==> config.mk <==
export PLATFORM = sky130hd
export DESIGN_NAME = irq_seq
export DESIGN_NICKNAME = d
export VERILOG_FILES = /design/src/rtl/irq_seq_pkg.sv /design/src/rtl/irq_arb.sv /design/src/rtl/irq_phys.sv /design/src/rtl/irq_seq.sv
export SDC_FILE = /design/constraint.sdc
export NUM_CORES = 1
export LEC_CHECK = 0
export BUFFER_PORTS_ARGS = -buffer_cell sky130_fd_sc_hd__buf_2
export CAP_MARGIN = 20
export CORE_ASPECT_RATIO = 0.5
export CORE_MARGIN = 3
export CORE_UTILIZATION = 30
export DETAILED_ROUTE_END_ITERATION = 10
export SLEW_MARGIN = 0
export SYNTH_ARGS = -nofsm -noshare
export SYNTH_HDL_FRONTEND = slang
export SYNTH_SLANG_ARGS = --single-unit
==> constraint.sdc <==
create_clock -name clk -period 6.72 [get_ports clk]
set_input_delay 1.344 -clock clk [delete_from_list [all_inputs] [get_ports clk]]
set_output_delay 1.344 -clock clk [all_outputs]
set_load 0.005 [all_outputs]
==> src/rtl/irq_seq_pkg.sv <==
package irq_seq_pkg;
  typedef enum logic [3:0] {
    S_IDLE, S_PUSH_F, S_PUSH_CS, S_PUSH_IP,
    S_VEC_IP, S_VEC_CS, S_POP_IP, S_POP_CS, S_POP_F
  } seq_state_t;

  typedef enum logic [2:0] {
    K_NONE, K_ENTER, K_RETURN, K_SETIF, K_CLRIF, K_NOOP
  } req_kind_t;

  localparam int FL_TF = 8;
  localparam int FL_IF = 9;
  localparam int FL_OF = 11;
  localparam int OVF_VECTOR = 4;
endpackage

==> src/rtl/irq_arb.sv <==
module irq_arb
  import irq_seq_pkg::*;
#(
  parameter int TYPE_W = 8
) (
  input  logic              hw_req,
  input  logic [TYPE_W-1:0] hw_type,
  input  logic              sw_req,
  input  logic [TYPE_W-1:0] sw_type,
  input  logic              exc_req,
  input  logic [TYPE_W-1:0] exc_type,
  input  logic              ovf_req,
  input  logic              ret_req,
  input  logic              seti_req,
  input  logic              clri_req,
  input  logic              if_flag,
  input  logic              of_flag,
  output req_kind_t         kind,
  output logic [TYPE_W-1:0] vtype
);
  always_comb begin
    kind  = K_NONE;
    vtype = '0;
    if (exc_req) begin
      kind  = K_ENTER;
      vtype = exc_type;
    end else if (sw_req) begin
      kind  = K_ENTER;
      vtype = sw_type;
    end else if (ovf_req) begin
      kind  = of_flag ? K_ENTER : K_NOOP;
      vtype = TYPE_W'(OVF_VECTOR);
    end else if (ret_req) begin
      kind = K_RETURN;
    end else if (seti_req) begin
      kind = K_SETIF;
    end else if (clri_req) begin
      kind = K_CLRIF;
    end else if (hw_req && if_flag) begin
      kind  = K_ENTER;
      vtype = hw_type;
    end
  end
endmodule

==> src/rtl/irq_phys.sv <==
module irq_phys #(
  parameter int ADDR_W    = 20,
  parameter int DATA_W    = 16,
  parameter int SEG_SHIFT = 4
) (
  input  logic [DATA_W-1:0] seg,
  input  logic [DATA_W-1:0] off,
  output logic [ADDR_W-1:0] phys
);
  localparam int PAD = ADDR_W - DATA_W;
  logic [ADDR_W-1:0] seg_w, off_w;
  assign seg_w = {{PAD{1'b0}}, seg} << SEG_SHIFT;
  assign off_w = {{PAD{1'b0}}, off};
  assign phys  = seg_w + off_w;
endmodule

==> src/rtl/irq_seq.sv <==
module irq_seq
  import irq_seq_pkg::*;
#(
  parameter int ADDR_W    = 20,
  parameter int DATA_W    = 16,
  parameter int TYPE_W    = 8,
  parameter int SEG_SHIFT = 4,
  parameter logic [DATA_W-1:0] RST_CS    = 16'h1000,
  parameter logic [DATA_W-1:0] RST_IP    = 16'h0040,
  parameter logic [DATA_W-1:0] RST_SP    = 16'h0100,
  parameter logic [DATA_W-1:0] RST_FLAGS = 16'h0000
) (
  input  logic              clk,
  input  logic              rst,
  input  logic [DATA_W-1:0] stk_seg,
  input  logic              hw_req,
  input  logic [TYPE_W-1:0] hw_type,
  input  logic              sw_req,
  input  logic [TYPE_W-1:0] sw_type,
  input  logic              exc_req,
  input  logic [TYPE_W-1:0] exc_type,
  input  logic              ovf_req,
  input  logic              ret_req,
  input  logic              seti_req,
  input  logic              clri_req,
  output logic              mem_req,
  output logic              mem_we,
  output logic [ADDR_W-1:0] mem_addr,
  output logic [DATA_W-1:0] mem_wdata,
  input  logic [DATA_W-1:0] mem_rdata,
  input  logic              mem_ack,
  output logic              busy,
  output logic              done,
  output logic [DATA_W-1:0] cs_o,
  output logic [DATA_W-1:0] ip_o,
  output logic [DATA_W-1:0] sp_o,
  output logic [DATA_W-1:0] flags_o,
  output logic [ADDR_W-1:0] fetch_addr
);
  localparam logic [DATA_W-1:0] STEP = DATA_W'(DATA_W / 8);
  localparam int VEC_BYTES = 2 * (DATA_W / 8);
  localparam int VEC_SH = $clog2(VEC_BYTES);

  seq_state_t        state;
  req_kind_t         kind;
  logic [TYPE_W-1:0] vtype, vec_q;
  logic [DATA_W-1:0] cs_q, ip_q, sp_q, flags_q;
  logic              done_q;
  logic [DATA_W-1:0] stk_off;
  logic [ADDR_W-1:0] stk_addr, vec_base;
  logic              push_st, vec_st;

  irq_arb #(.TYPE_W(TYPE_W)) u_arb (
    .hw_req(hw_req), .hw_type(hw_type), .sw_req(sw_req), .sw_type(sw_type),
    .exc_req(exc_req), .exc_type(exc_type), .ovf_req(ovf_req),
    .ret_req(ret_req), .seti_req(seti_req), .clri_req(clri_req),
    .if_flag(flags_q[FL_IF]), .of_flag(flags_q[FL_OF]),
    .kind(kind), .vtype(vtype)
  );

  assign push_st = (state == S_PUSH_F) || (state == S_PUSH_CS) || (state == S_PUSH_IP);
  assign vec_st  = (state == S_VEC_IP) || (state == S_VEC_CS);
  assign stk_off = push_st ? (sp_q - STEP) : sp_q;

  irq_phys #(.ADDR_W(ADDR_W), .DATA_W(DATA_W), .SEG_SHIFT(SEG_SHIFT)) u_stk (
    .seg(stk_seg), .off(stk_off), .phys(stk_addr)
  );
  irq_phys #(.ADDR_W(ADDR_W), .DATA_W(DATA_W), .SEG_SHIFT(SEG_SHIFT)) u_fetch (
    .seg(cs_q), .off(ip_q), .phys(fetch_addr)
  );

  assign vec_base = ADDR_W'(vec_q) << VEC_SH;

  always_comb begin
    mem_addr  = stk_addr;
    mem_wdata = '0;
    if (vec_st)
      mem_addr = (state == S_VEC_CS) ? vec_base + ADDR_W'(STEP) : vec_base;
    case (state)
      S_PUSH_F:  mem_wdata = flags_q;
      S_PUSH_CS: mem_wdata = cs_q;
      S_PUSH_IP: mem_wdata = ip_q;
      default:   mem_wdata = '0;
    endcase
  end

  assign mem_req = (state != S_IDLE);
  assign mem_we  = push_st;
  assign busy    = (state != S_IDLE);
  assign done    = done_q;
  assign cs_o    = cs_q;
  assign ip_o    = ip_q;
  assign sp_o    = sp_q;
  assign flags_o = flags_q;

  always_ff @(posedge clk) begin
    if (rst) begin
      state   <= S_IDLE;
      cs_q    <= RST_CS;
      ip_q    <= RST_IP;
      sp_q    <= RST_SP;
      flags_q <= RST_FLAGS;
      vec_q   <= '0;
      done_q  <= 1'b0;
    end else begin
      done_q <= 1'b0;
      case (state)
        S_IDLE: begin
          case (kind)
            K_ENTER: begin
              vec_q <= vtype;
              state <= S_PUSH_F;
            end
            K_RETURN: state <= S_POP_IP;
            K_SETIF: begin
              flags_q[FL_IF] <= 1'b1;
              done_q <= 1'b1;
            end
            K_CLRIF: begin
              flags_q[FL_IF] <= 1'b0;
              done_q <= 1'b1;
            end
            K_NOOP: done_q <= 1'b1;
            default: ;
          endcase
        end
        S_PUSH_F: if (mem_ack) begin
          sp_q <= sp_q - STEP;
          flags_q[FL_TF] <= 1'b0;
          flags_q[FL_IF] <= 1'b0;
          state <= S_PUSH_CS;
        end
        S_PUSH_CS: if (mem_ack) begin
          sp_q  <= sp_q - STEP;
          state <= S_PUSH_IP;
        end
        S_PUSH_IP: if (mem_ack) begin
          sp_q  <= sp_q - STEP;
          state <= S_VEC_IP;
        end
        S_VEC_IP: if (mem_ack) begin
          ip_q  <= mem_rdata;
          state <= S_VEC_CS;
        end
        S_VEC_CS: if (mem_ack) begin
          cs_q   <= mem_rdata;
          done_q <= 1'b1;
          state  <= S_IDLE;
        end
        S_POP_IP: if (mem_ack) begin
          ip_q  <= mem_rdata;
          sp_q  <= sp_q + STEP;
          state <= S_POP_CS;
        end
        S_POP_CS: if (mem_ack) begin
          cs_q  <= mem_rdata;
          sp_q  <= sp_q + STEP;
          state <= S_POP_F;
        end
        S_POP_F: if (mem_ack) begin
          flags_q <= mem_rdata;
          sp_q    <= sp_q + STEP;
          done_q  <= 1'b1;
          state   <= S_IDLE;
        end
        default: state <= S_IDLE;
      endcase
    end
  end
endmodule

==> flow_summary.json <==
{
  "status": "complete, no violations",
  "grt_pass1_wl_um": 32300,
  "max_clock_freq_ghz": 0.168,
  "use_met3_pct": 4.27,
  "via_count": 6163,
  "syn_inst": 773,
  "rows": 35,
  "static-leakage-power_nw": 3.21,
  "die-height_um": 104,
  "yosys_warnings": 0,
  "cp_max_fo": 12,
  "ys_top_cells_by_count": "nand2_1, a21oi_1, dfxtp_1",
  "area_delta_synth_final_pct": 23.5,
  "yosysUniqueCellTypes": 71,
  "top_usage_layer": "met2",
  "synth_top_family_by_area": "simple AND/OR/NAND/NOR gates",
  "cts_buffers": 9,
  "vias_per_cell": 5.22,
  "grt_use_met1_pct": 25.5,
  "layout-drive-gt1-share_pct": 26.6,
  "ctsRootBufferMaster": "clkbuf_16",
  "pwr_density_cell_nw_per_um2": 379,
  "io_buffers": 187,
  "grt_antenna_before_repair": 0,
  "avgRoutedWirePerCell_um": 17.3,
  "setup_viol": 0,
  "synthSimpleGateAreaFrac_pct": 27.1,
  "crit_slowest_cell": "a2111oi_0",
  "postCtsResizedCells": 0,
  "synth_compound_area_share_pct": 22.5,
  "syn_area_um2": 5730,
  "slew_violations": 0,
  "worst_slew_pin_slew_ns": 0.948,
  "drv_cap": 0,
  "netlist_top_cells_area": "dfxtp_1, nand2_1, a21oi_1, ha_1, nor2_1",
  "synth_fa_ha_area_share_pct": 6.60,
  "crit_chain": "inv_1 > ha_1 > or3b_4 > or3_1 > nor4_1 > xnor2_1 > ha_1 > and3_1 > a221oi_1 > o21ai_0 > a2111oi_0 > o21ai_0 > a21oi_1 > buf_2",
  "critPathMaxStageDelay_ns": 0.55,
  "cp_top_family": "compound AO/OA/AOI/OAI gates",
  "grt_pass1_vias": 5991,
  "crit_required_ns": 5.38,
  "cp-start-kind": "flip-flop",
  "yosysTopAreaCellShare_pct": 26.6,
  "dpl_cell_area_um2": 6740,
  "crit_arrival_ns": 4.62,
  "rsz0062_at_grt": "false",
  "avgSynthCellArea_um2": 7.41,
  "drc": 0,
  "synth_edf_count": 0,
  "antennaDiodeCount": 0,
  "nNetsFinal": 1012,
  "fin_tns_setup_ns": 0,
  "clk_latency_ns": 0.35,
  "n_fill_cell": 2022,
  "post_cts_buffers": 0,
  "hold_buffers": 0,
  "synth-xor-area-share_pct": 6.73,
  "coreArea_um2": 18600,
  "cts_max_path_buffers": 2,
  "end_kind": "primary output",
  "cts.sink_count": 76,
  "finalHoldViolCount": 0,
  "async_reset_ff_share_pct": 0,
  "cts_tree": "done",
  "hpwl_um": 14700,
  "criticalPathCategory": "flip-flop to primary output",
  "synth.most_common_cell": "nand2_1",
  "h-tree-depth": 3,
  "drt_iter0_drc": 302,
  "synth_seq_cells": 76,
  "fin_skew_ns": 0.00675,
  "dieArea_um2": 20900,
  "track_usage_pct": 19.1,
  "use_met2_pct": 31.6,
  "grt_max_degree": 77,
  "layout_min_cycle_time_ns": 5.96,
  "cp_num_buf_inv": 2,
  "vdd_ir_drop_max_mv": 0.189,
  "hold_path.class": "flip-flop to flip-flop",
  "dieWidth_um": 201,
  "finalCritPeriodShare_pct": 88.7,
  "start_util_pct": 30.8,
  "synth_mux_area_share_pct": 4.06,
  "ys_seq_area_share_pct": 26.6,
  "gp_congestion": 0.834,
  "synth_top_area_cell": "dfxtp_1",
  "path_clk_slew_ns": 0.06,
  "synth_ff_type": "dfxtp_1",
  "relSlewSlack_pct": 36.6,
  "ant_nets": 0,
  "gr-total-overflow": 0,
  "io_pins": 190,
  "postLayoutCellArea_um2": 7070,
  "drt_pre_antenna_iters": 5,
  "routed_wl_um": 20400
}
## cell type report
cell class / count / area (um2) / area share, %
inverters: 20 / 75.1 / 1.06
multi-input cells: 617 / 3850 / 54.4
clock inverters: 5 / 83.8 / 1.19
flip-flops and latches: 76 / 1520 / 21.5
well taps: 259 / 324 / 4.58
repair buffers: 193 / 978 / 13.8
clock buffers: 11 / 243 / 3.43
## registers in the layout, indices dropped and copies added, names as in the netlist
| name | flops |
|---|---|
| cs_o | 16 |
| flags_o | 16 |
| ip_o | 16 |
| sp_o | 15 |
| vec_q | 8 |
| state | 4 |
| done | 1 |
## routing by layer
metal / share of wire [%] / wire, um / up-vias
met5: 0 / 0 / -
met4: 0.91 / 186 / 0
met3: 6.6 / 1340 / 13
met2: 46 / 9470 / 191
met1: 46 / 9380 / 2937
li1: - / - / 3022
## metrics by stage
stage	hold slack (ns)	instances	total power, mW	util (%)	setup WS (ns)
6_report	0.456	1181	2.68	38.1	0.759
5_1_grt	0.487	1181	2.90	38.1	0.349
3_5_place_dp	0.449	1164	2.14	36.3	1.18
2_1_floorplan	0.434	774	1.67	-	1.70
3_3_place_gp	0.446	1164	2.13	36.3	1.30
4_1_cts	0.459	1180	2.70	38.1	0.781
## cell families (layout without fill, tap and decap cells)
logic type / count (synthesis) / count (layout)
flip-flops: 76 / 76
XOR/XNOR: 44 / 44
adder cells (fa/ha/maj): 29 / 29
other: 1 / 2
AND/OR/NAND/NOR: 318 / 318
AO/OA/AOI/OAI: 203 / 203
multiplexers: 21 / 21
buffers and inverters: 81 / 229
## tightest hold or removal path: stages (launching register included)
cell	delay, ns
dfxtp_1	0.31
nand2_1	0.05
a21oi_1	0.05
## cell usage in the layout (no fill, tap or decap), drive strengths merged, types with 19 or more instances in the layout
cell type  count
xnor2         26
ha            27
a21oi         89
dfxtp         76
nor2          64
buf          193
nand2        143
inv           20
nand3         19
o21ai         28
## report_power, final
part	internal, mW	leakage [nW]	switching (mW)
clock network	0.337	0.152	0.209
registers	0.514	0.616	0.112
logic	0.640	2.44	0.869
## worst paths after layout
kind	start	end	slack, ns	cells past startpoint
worst max register to register	state[2]	state[1]	4.04	7
worst min-delay path	vec_q[4]	vec_q[4]	0.46	2
worst max-delay path	sp_o[1]	mem_addr[16]	0.76	14
worst min register to register	vec_q[4]	vec_q[4]	0.46	2
(Power assumes the default switching activity.)
